`config.mk`:
```
export PLATFORM = sky130hd
export DESIGN_NAME = sdram_burst_colgen
export DESIGN_NICKNAME = d
export VERILOG_FILES = /design/src/rtl/colgen_pkg.sv /design/src/rtl/colgen_mode.sv /design/src/rtl/colgen_seq.sv /design/src/rtl/colgen_addr.sv /design/src/rtl/sdram_burst_colgen.sv
export SDC_FILE = /design/constraint.sdc
export NUM_CORES = 1
export LEC_CHECK = 0
export BUFFER_PORTS_ARGS = -buffer_cell sky130_fd_sc_hd__buf_2
export CORE_ASPECT_RATIO = 0.9
export CORE_MARGIN = 5
export CORE_UTILIZATION = 50
export CTS_CLUSTER_DIAMETER = 60
export DETAILED_ROUTE_END_ITERATION = 16
export PLACE_DENSITY = 0.72
export SKIP_LAST_GASP = 1
export SLEW_MARGIN = 20
export SYNTH_ARGS = -nofsm -noshare
export SYNTH_HDL_FRONTEND = slang
export SYNTH_SLANG_ARGS = --single-unit
```
`constraint.sdc`:
```
create_clock -name clk -period 1.7 [get_ports clk]
set_input_delay 0.085 -clock clk [delete_from_list [all_inputs] [get_ports clk]]
set_output_delay 0.085 -clock clk [all_outputs]
set_load 0.02 [all_outputs]
```
`src/rtl/colgen_pkg.sv`:
```
package colgen_pkg;

  localparam int CODE_W       = 3;
  localparam int MAX_FIXED_LG = 3;

  localparam logic [CODE_W-1:0] LEN_ONE  = 3'd0;
  localparam logic [CODE_W-1:0] LEN_TWO  = 3'd1;
  localparam logic [CODE_W-1:0] LEN_FOUR = 3'd2;
  localparam logic [CODE_W-1:0] LEN_EIGHT= 3'd3;
  localparam logic [CODE_W-1:0] LEN_PAGE = 3'd7;

  typedef enum logic {ORDER_SEQ = 1'b0, ORDER_XOR = 1'b1} order_e;

  // log2 of a fixed burst length; reserved codes collapse to one beat
  function automatic int unsigned fixed_log(input logic [CODE_W-1:0] code);
    case (code)
      LEN_TWO:   return 1;
      LEN_FOUR:  return 2;
      LEN_EIGHT: return 3;
      default:   return 0;
    endcase
  endfunction

endpackage

```
`src/rtl/colgen_mode.sv`:
```
module colgen_mode
  import colgen_pkg::*;
#(
  parameter int COL_W = 9
) (
  input  logic              clk,
  input  logic              rst_n,
  input  logic              load,
  input  logic [CODE_W-1:0] len_code,
  input  logic              il_req,
  output logic              full_q,
  output order_e            order_q,
  output logic [COL_W-1:0]  mask_q,
  output logic [COL_W-1:0]  last_idx_q
);

  logic             full_d;
  order_e           order_d;
  logic [COL_W-1:0] mask_d;
  logic [COL_W-1:0] last_idx_d;
  int unsigned      lg;

  always_comb begin
    full_d  = (len_code == LEN_PAGE);
    // interleave is not defined across a whole page
    order_d = (il_req && !full_d) ? ORDER_XOR : ORDER_SEQ;
    lg      = fixed_log(len_code);
  end

  for (genvar b = 0; b < COL_W; b++) begin : g_mask
    assign mask_d[b] = full_d || (b < lg);
  end

  assign last_idx_d = full_d ? '0 : mask_d;

  always_ff @(posedge clk or negedge rst_n) begin
    if (!rst_n) begin
      full_q     <= 1'b0;
      order_q    <= ORDER_SEQ;
      mask_q     <= '0;
      last_idx_q <= '0;
    end else if (load) begin
      full_q     <= full_d;
      order_q    <= order_d;
      mask_q     <= mask_d;
      last_idx_q <= last_idx_d;
    end
  end

endmodule

```
`src/rtl/colgen_seq.sv`:
```
module colgen_seq #(
  parameter int COL_W = 9
) (
  input  logic             clk,
  input  logic             rst_n,
  input  logic             start,
  input  logic             stop,
  input  logic             adv_en,
  input  logic             full,
  input  logic [COL_W-1:0] last_idx,
  output logic             active_q,
  output logic [COL_W-1:0] beat_q,
  output logic             last_beat
);

  assign last_beat = active_q && !full && (beat_q == last_idx);

  always_ff @(posedge clk or negedge rst_n) begin
    if (!rst_n) begin
      active_q <= 1'b0;
      beat_q   <= '0;
    end else if (start) begin
      active_q <= 1'b1;
      beat_q   <= '0;
    end else if (stop) begin
      active_q <= 1'b0;
    end else if (active_q && adv_en) begin
      if (last_beat) active_q <= 1'b0;
      else           beat_q   <= beat_q + 1'b1;
    end
  end

endmodule

```
`src/rtl/colgen_addr.sv`:
```
module colgen_addr
  import colgen_pkg::*;
#(
  parameter int COL_W = 9
) (
  input  logic             clk,
  input  logic             rst_n,
  input  logic             load,
  input  logic [COL_W-1:0] col_in,
  input  order_e           order,
  input  logic [COL_W-1:0] mask,
  input  logic [COL_W-1:0] beat,
  output logic [COL_W-1:0] col_out
);

  logic [COL_W-1:0] base_q;
  logic [COL_W-1:0] seq_col;
  logic [COL_W-1:0] xor_col;

  always_ff @(posedge clk or negedge rst_n) begin
    if (!rst_n)    base_q <= '0;
    else if (load) base_q <= col_in;
  end

  // carries only move upward, so masked low bits of the sum wrap in-block
  assign seq_col = base_q + beat;
  assign xor_col = base_q ^ beat;

  for (genvar b = 0; b < COL_W; b++) begin : g_bit
    logic moved;
    assign moved      = (order == ORDER_XOR) ? xor_col[b] : seq_col[b];
    assign col_out[b] = mask[b] ? moved : base_q[b];
  end

endmodule

```
`src/rtl/sdram_burst_colgen.sv`:
```
module sdram_burst_colgen
  import colgen_pkg::*;
#(
  parameter int COL_W = 9
) (
  input  logic              clk,
  input  logic              rst_n,
  input  logic              start_i,
  input  logic [COL_W-1:0]  start_col_i,
  input  logic [CODE_W-1:0] len_code_i,
  input  logic              il_i,
  input  logic              stop_i,
  input  logic              adv_en_i,
  output logic [COL_W-1:0]  col_o,
  output logic              beat_valid_o,
  output logic              last_o
);

  logic             mode_full;
  order_e           mode_order;
  logic [COL_W-1:0] mode_mask;
  logic [COL_W-1:0] mode_last_idx;
  logic [COL_W-1:0] beat;

  colgen_mode #(.COL_W(COL_W)) u_mode (
    .clk        (clk),
    .rst_n      (rst_n),
    .load       (start_i),
    .len_code   (len_code_i),
    .il_req     (il_i),
    .full_q     (mode_full),
    .order_q    (mode_order),
    .mask_q     (mode_mask),
    .last_idx_q (mode_last_idx)
  );

  colgen_seq #(.COL_W(COL_W)) u_seq (
    .clk       (clk),
    .rst_n     (rst_n),
    .start     (start_i),
    .stop      (stop_i),
    .adv_en    (adv_en_i),
    .full      (mode_full),
    .last_idx  (mode_last_idx),
    .active_q  (beat_valid_o),
    .beat_q    (beat),
    .last_beat (last_o)
  );

  colgen_addr #(.COL_W(COL_W)) u_addr (
    .clk     (clk),
    .rst_n   (rst_n),
    .load    (start_i),
    .col_in  (start_col_i),
    .order   (mode_order),
    .mask    (mode_mask),
    .beat    (beat),
    .col_out (col_o)
  );

endmodule

```
* Word level (Yosys, flattened, before mapping)
Cells that the tools add are included.
Storage, ports and cells: bits in registers 39, input port bits 18, output and inout bits 11, logic and storage cells 75
Operators by class: $add $sub $neg 2, $lt $le $gt $ge 9, eq/ne operators 7, multiplexer cells 29, bitwise gates (word level) 1, reduce and logical (&&, ||, !) cells 20
Operator list (count):
- $mux 9 | 5
- $mux 1 | 23
- $lt 3x2->1 const A | 4
- $add 9x1->9 const B | 1
- $add 9x9->9 | 1
- $eq 9x9->1 | 1
- $logic_or 1x1->1 | 9
- $xor 9x9->9 | 1
- $eq 3x2->1 const B | 2
- $pmux 2 s3 | 1
- $reduce_bool 3->1 | 2
- $logic_and 1x1->1 | 4
- $lt 1x2->1 const A | 2
- $lt 2x2->1 const A | 2
- $lt 4x2->1 const A | 1
- $ne 2x2->1 const B | 2
- $eq 3x1->1 const B | 1
- $eq 3x3->1 const B | 1
- $reduce_and 3->1 | 1
- $logic_not 1->1 | 2
- $reduce_and 2->1 | 1
- $reduce_bool 2->1 | 1

* Logic depth before layout (Yosys ltp)
word-level depth 7, gate-level depth with buffers 7, depth with buffers taken out 7

* Cells and area by module
Synthesis repeated with hierarchy kept, for this count alone.
Unflattened totals: cells, all modules 208, area, all modules 1949.4 µm²
By module, submodules not included:
- colgen_addr | instances 1, cells an instance 87, area each 809.5 µm²
- colgen_seq | instances 1, cells an instance 74, area each 691.9 µm²
- colgen_mode | instances 1, cells an instance 47, area each 447.9 µm²

* Worst setup path after synthesis
No wires, ideal clock.
path kind register to output, start register u_seq.beat_q[0], end output col_o[8], data arrival time 2079 ps, data required time 1615 ps, slack -464 ps, cell stages (with the launch flop) 8, buffers on the path 0, cells stage by stage dfrtp_1 ha_1 fa_1 a211oi_1 o21ai_0 nand2_1 mux2i_1 xor2_1
Between the ends: longest elaborated chain between the ends 3
Ends and longest elaborated chain:
- start, declared | RTL line colgen_seq.sv:12 | output logic [COL_W-1:0] beat_q,
- start signal, assigned | RTL line colgen_seq.sv:29 | else beat_q <= beat_q + 1'b1;
- $add 9x9->9 | RTL line colgen_addr.sv:26 | assign seq_col = base_q + beat;
- $mux 1 | RTL line colgen_addr.sv:31 | assign moved = (order == ORDER_XOR) ? xor_col[b] : seq_col[b];
- $mux 1 | RTL line colgen_addr.sv:32 | assign col_out[b] = mask[b] ? moved : base_q[b];
- end, declared | RTL line sdram_burst_colgen.sv:14 | output logic [COL_W-1:0] col_o,
Every way passes these cells.

* Worst setup path after layout
start register u_addr.base_q[1], end output col_o[8]
Between the ends: longest elaborated chain between the ends 3
Ends and longest elaborated chain:
- start, declared | RTL line colgen_addr.sv:16 | logic [COL_W-1:0] base_q;
- start signal, assigned | RTL line colgen_addr.sv:22 | else if (load) base_q <= col_in;
- $add 9x9->9 | RTL line colgen_addr.sv:26
- $mux 1 | RTL line colgen_addr.sv:31
- $mux 1 | RTL line colgen_addr.sv:32
Every way passes these cells.

==> metrics.txt <==
status finished, violations left; failing checks setup timing; area grow syn2layout 45.69%; total core area 3138 um^2; share of cells above drive strength 1 0.4895; FFs w/ async S/R, synth 1.000; final hold slack 0.03369 ns; critical path peak fanout 3; die area 4598 um^2; initial antenna violation count 0; Ports 29; Iteration-0 DRC Markers 73; TritonCTS Buffers 3; post-synth top area cell dfrtp_1; Total Routing Usage GR 0.1973; die height 64.84 um; crit end category primary output; Peak VDD IR 0.0005329 V; setup TNS -3.745 ns; CTS tree built; Final min period 2.352 ns; Max Slew Vio Count 0; clk sinks 27; top cell type's share of synthesized area 0.4045; syn_nets 202; routed vias 1523; post-route setup slack -0.6525 ns; Commonest cells post-synth dfrtp_1 (27), nor2_1 (22), mux2_2 (11), nand2_1 (10); Avg WL per Cell 15.67 um; synthesized area per cell 9.600 um^2; register area share after synthesis 0.4045; Yosys warnings 0; GRT overflow 0; Synth Cell Area 1670 um^2; critical path data arrival time 2.27 ns; clock latency on the worst-skew pair 0.28 ns; DR pass1 iterations 4; Worst Tran Pin Value 0.6093 ns; Main synth FF type dfrtp_1; RSZ-0062 raised after global routing yes; Buffers on Ports 28; type of the worst setup path flop to primary output; via-per-instance ratio 5.420; initial core utilization 0.5323; largest cells by area after synthesis dfrtp_1 (40%), mux2_2 (7.4%), ha_1 (6.7%), nor2_1 (4.9%), xnor2_1 (4.7%); EDFF count, synth 0; DRC viols 0; Post-Syn Instances 174; relative slew slack 0.5938; most frequent cell after synthesis dfrtp_1; # fillers 211; Post-Route WL 4402 um; Final ANT Viol Nets 0; Min-Delay Path Class input port to flop; Power Dens Cells 653.3 nW/um^2; Final period util 1.384; skew final 0.007198 ns; Rows 19; largest net degree at the start of global routing 28; Static Leak 1.111 nW; Worst setup SP type flop; Root Driver clkbuf_8; clk slew on worst S/H paths 0.10 ns; H-tree lvl count 1; vias in the first global route 1636; MaxCap Viol Count 0; DP HPWL 3156 um; #FFs+latches synth 27; CP required 1.62 ns; Die W 70.93 um; Peak Freq 425.1 MHz; # setup viols final 8; endpoints failing hold 0; Max clock buf depth 2; Distinct cells, synth 39; global-route wire length before repair 7251 um; GPL Wtd Cong 0.8959; number of nets in the layout 268; ant diodes 0
power breakdown:
| group | leakage, nW | switching, mW | internal (mW) |
|---|---|---|---|
| clock network | 0.0228 | 0.206 | 0.168 |
| registers | 0.338 | 0.0382 | 0.685 |
| logic | 0.751 | 0.250 | 0.243 |
| total | 1.11 | 0.494 | 1.10 |
path summary, 6_finish.rpt:
path | end | slack [ns] | startpoint | cells past startpoint
max | col_o[8] | -0.65 | u_addr.base_q[1] | 8
min | u_mode.last_idx_q[1] | 0.03 | len_code_i[2] | 2
max reg2reg | u_seq.beat_q[1] | 0.09 | u_seq.beat_q[4] | 6
min reg2reg | u_mode.mask_q[0] | 0.53 | u_mode.mask_q[0] | 1
max in group asynchronous | u_seq.beat_q[3] | 0.92 | rst_n | 2
min in group asynchronous | u_addr.base_q[8] | 0.34 | rst_n | 2
placed cells by master, fill, tap and decap left out, types with 6 or more instances in the layout:
cell / netlist / routed
xnor2_1: 9 / 8
a21oi_1: 9 / 6
mux2_2: 11 / 11
buf_2: 0 / 19
dfrtp_1: 27 / 23
inv_1: 9 / 9
nand2_1: 10 / 9
nor2_1: 22 / 20
buf_4: 0 / 42
logic make-up (layout without fill, tap and decap cells):
| logic type | count (synthesis) | after routing | share of synthesized area |
|---|---|---|---|
| AND/OR/NAND/NOR | 52 | 52 | 0.1476 |
| AO/OA/AOI/OAI | 41 | 41 | 0.1641 |
| flip-flops | 27 | 27 | 0.4045 |
| XOR/XNOR | 15 | 15 | 0.07865 |
| buffers and inverters | 15 | 80 | 0.03371 |
| multiplexers | 14 | 14 | 0.09214 |
| adder cells (fa/ha/maj) | 10 | 10 | 0.07940 |
stage by stage:
step	utilization	setup slack (ns)	instances	power (mW)	area (um^2)
finish	0.7755	-0.6525	281	1.590	2434
global placement	0.7049	-0.3292	270	1.147	2212
global route	0.7755	-0.7633	281	1.667	2434
CTS	0.7484	-0.6594	279	1.568	2349
floorplan	-	-0.2761	174	0.9903	1802
detailed placement	0.7049	-0.3877	270	1.164	2212
registers in the layout, summed over array words and instances (netlist names):
name and flops:
u_addr.base_q 9, u_mode.last_idx_q 3, u_mode.mask_q 4, u_mode.order_q 1
u_seq.active_q 1, u_seq.beat_q 9
per-layer routing:
layer,share of wire,track usage
met5,0,0
met4,0.019,0.07277
met3,0.045,0.04173
met2,0.51,0.3588
met1,0.42,0.2285
what timing repair did:
action | CTS | global route
setup buffers | 4 | 5
hold endpoints to repair | 27 | 0
hold buffers | 1 | 0
setup endpoints to repair | 9 | 14
gates resized for setup | 18 | 16
pin swaps | 14 | 16
area by class of cell:
type / instances / area [um^2] / area share
clock buffers: 4 / 45.04 / 0.01851
inverters: 9 / 33.78 / 0.01388
flip-flops and latches: 27 / 680.7 / 0.2797
well taps: 42 / 52.55 / 0.02159
repair buffers: 67 / 476.7 / 0.1959
multi-input cells: 132 / 1145 / 0.4704
critical path, stage by stage, from the launching register on:
cell and delay, ns:
dfrtp_2 0.45, buf_4 0.15, fa_2 0.39, a211oi_2 0.25
o21ai_1 0.10, nand2_1 0.11, mux2i_2 0.26, xor2_2 0.14
buf_4 0.15
Note: power is estimated with default switching activity, not from simulation.
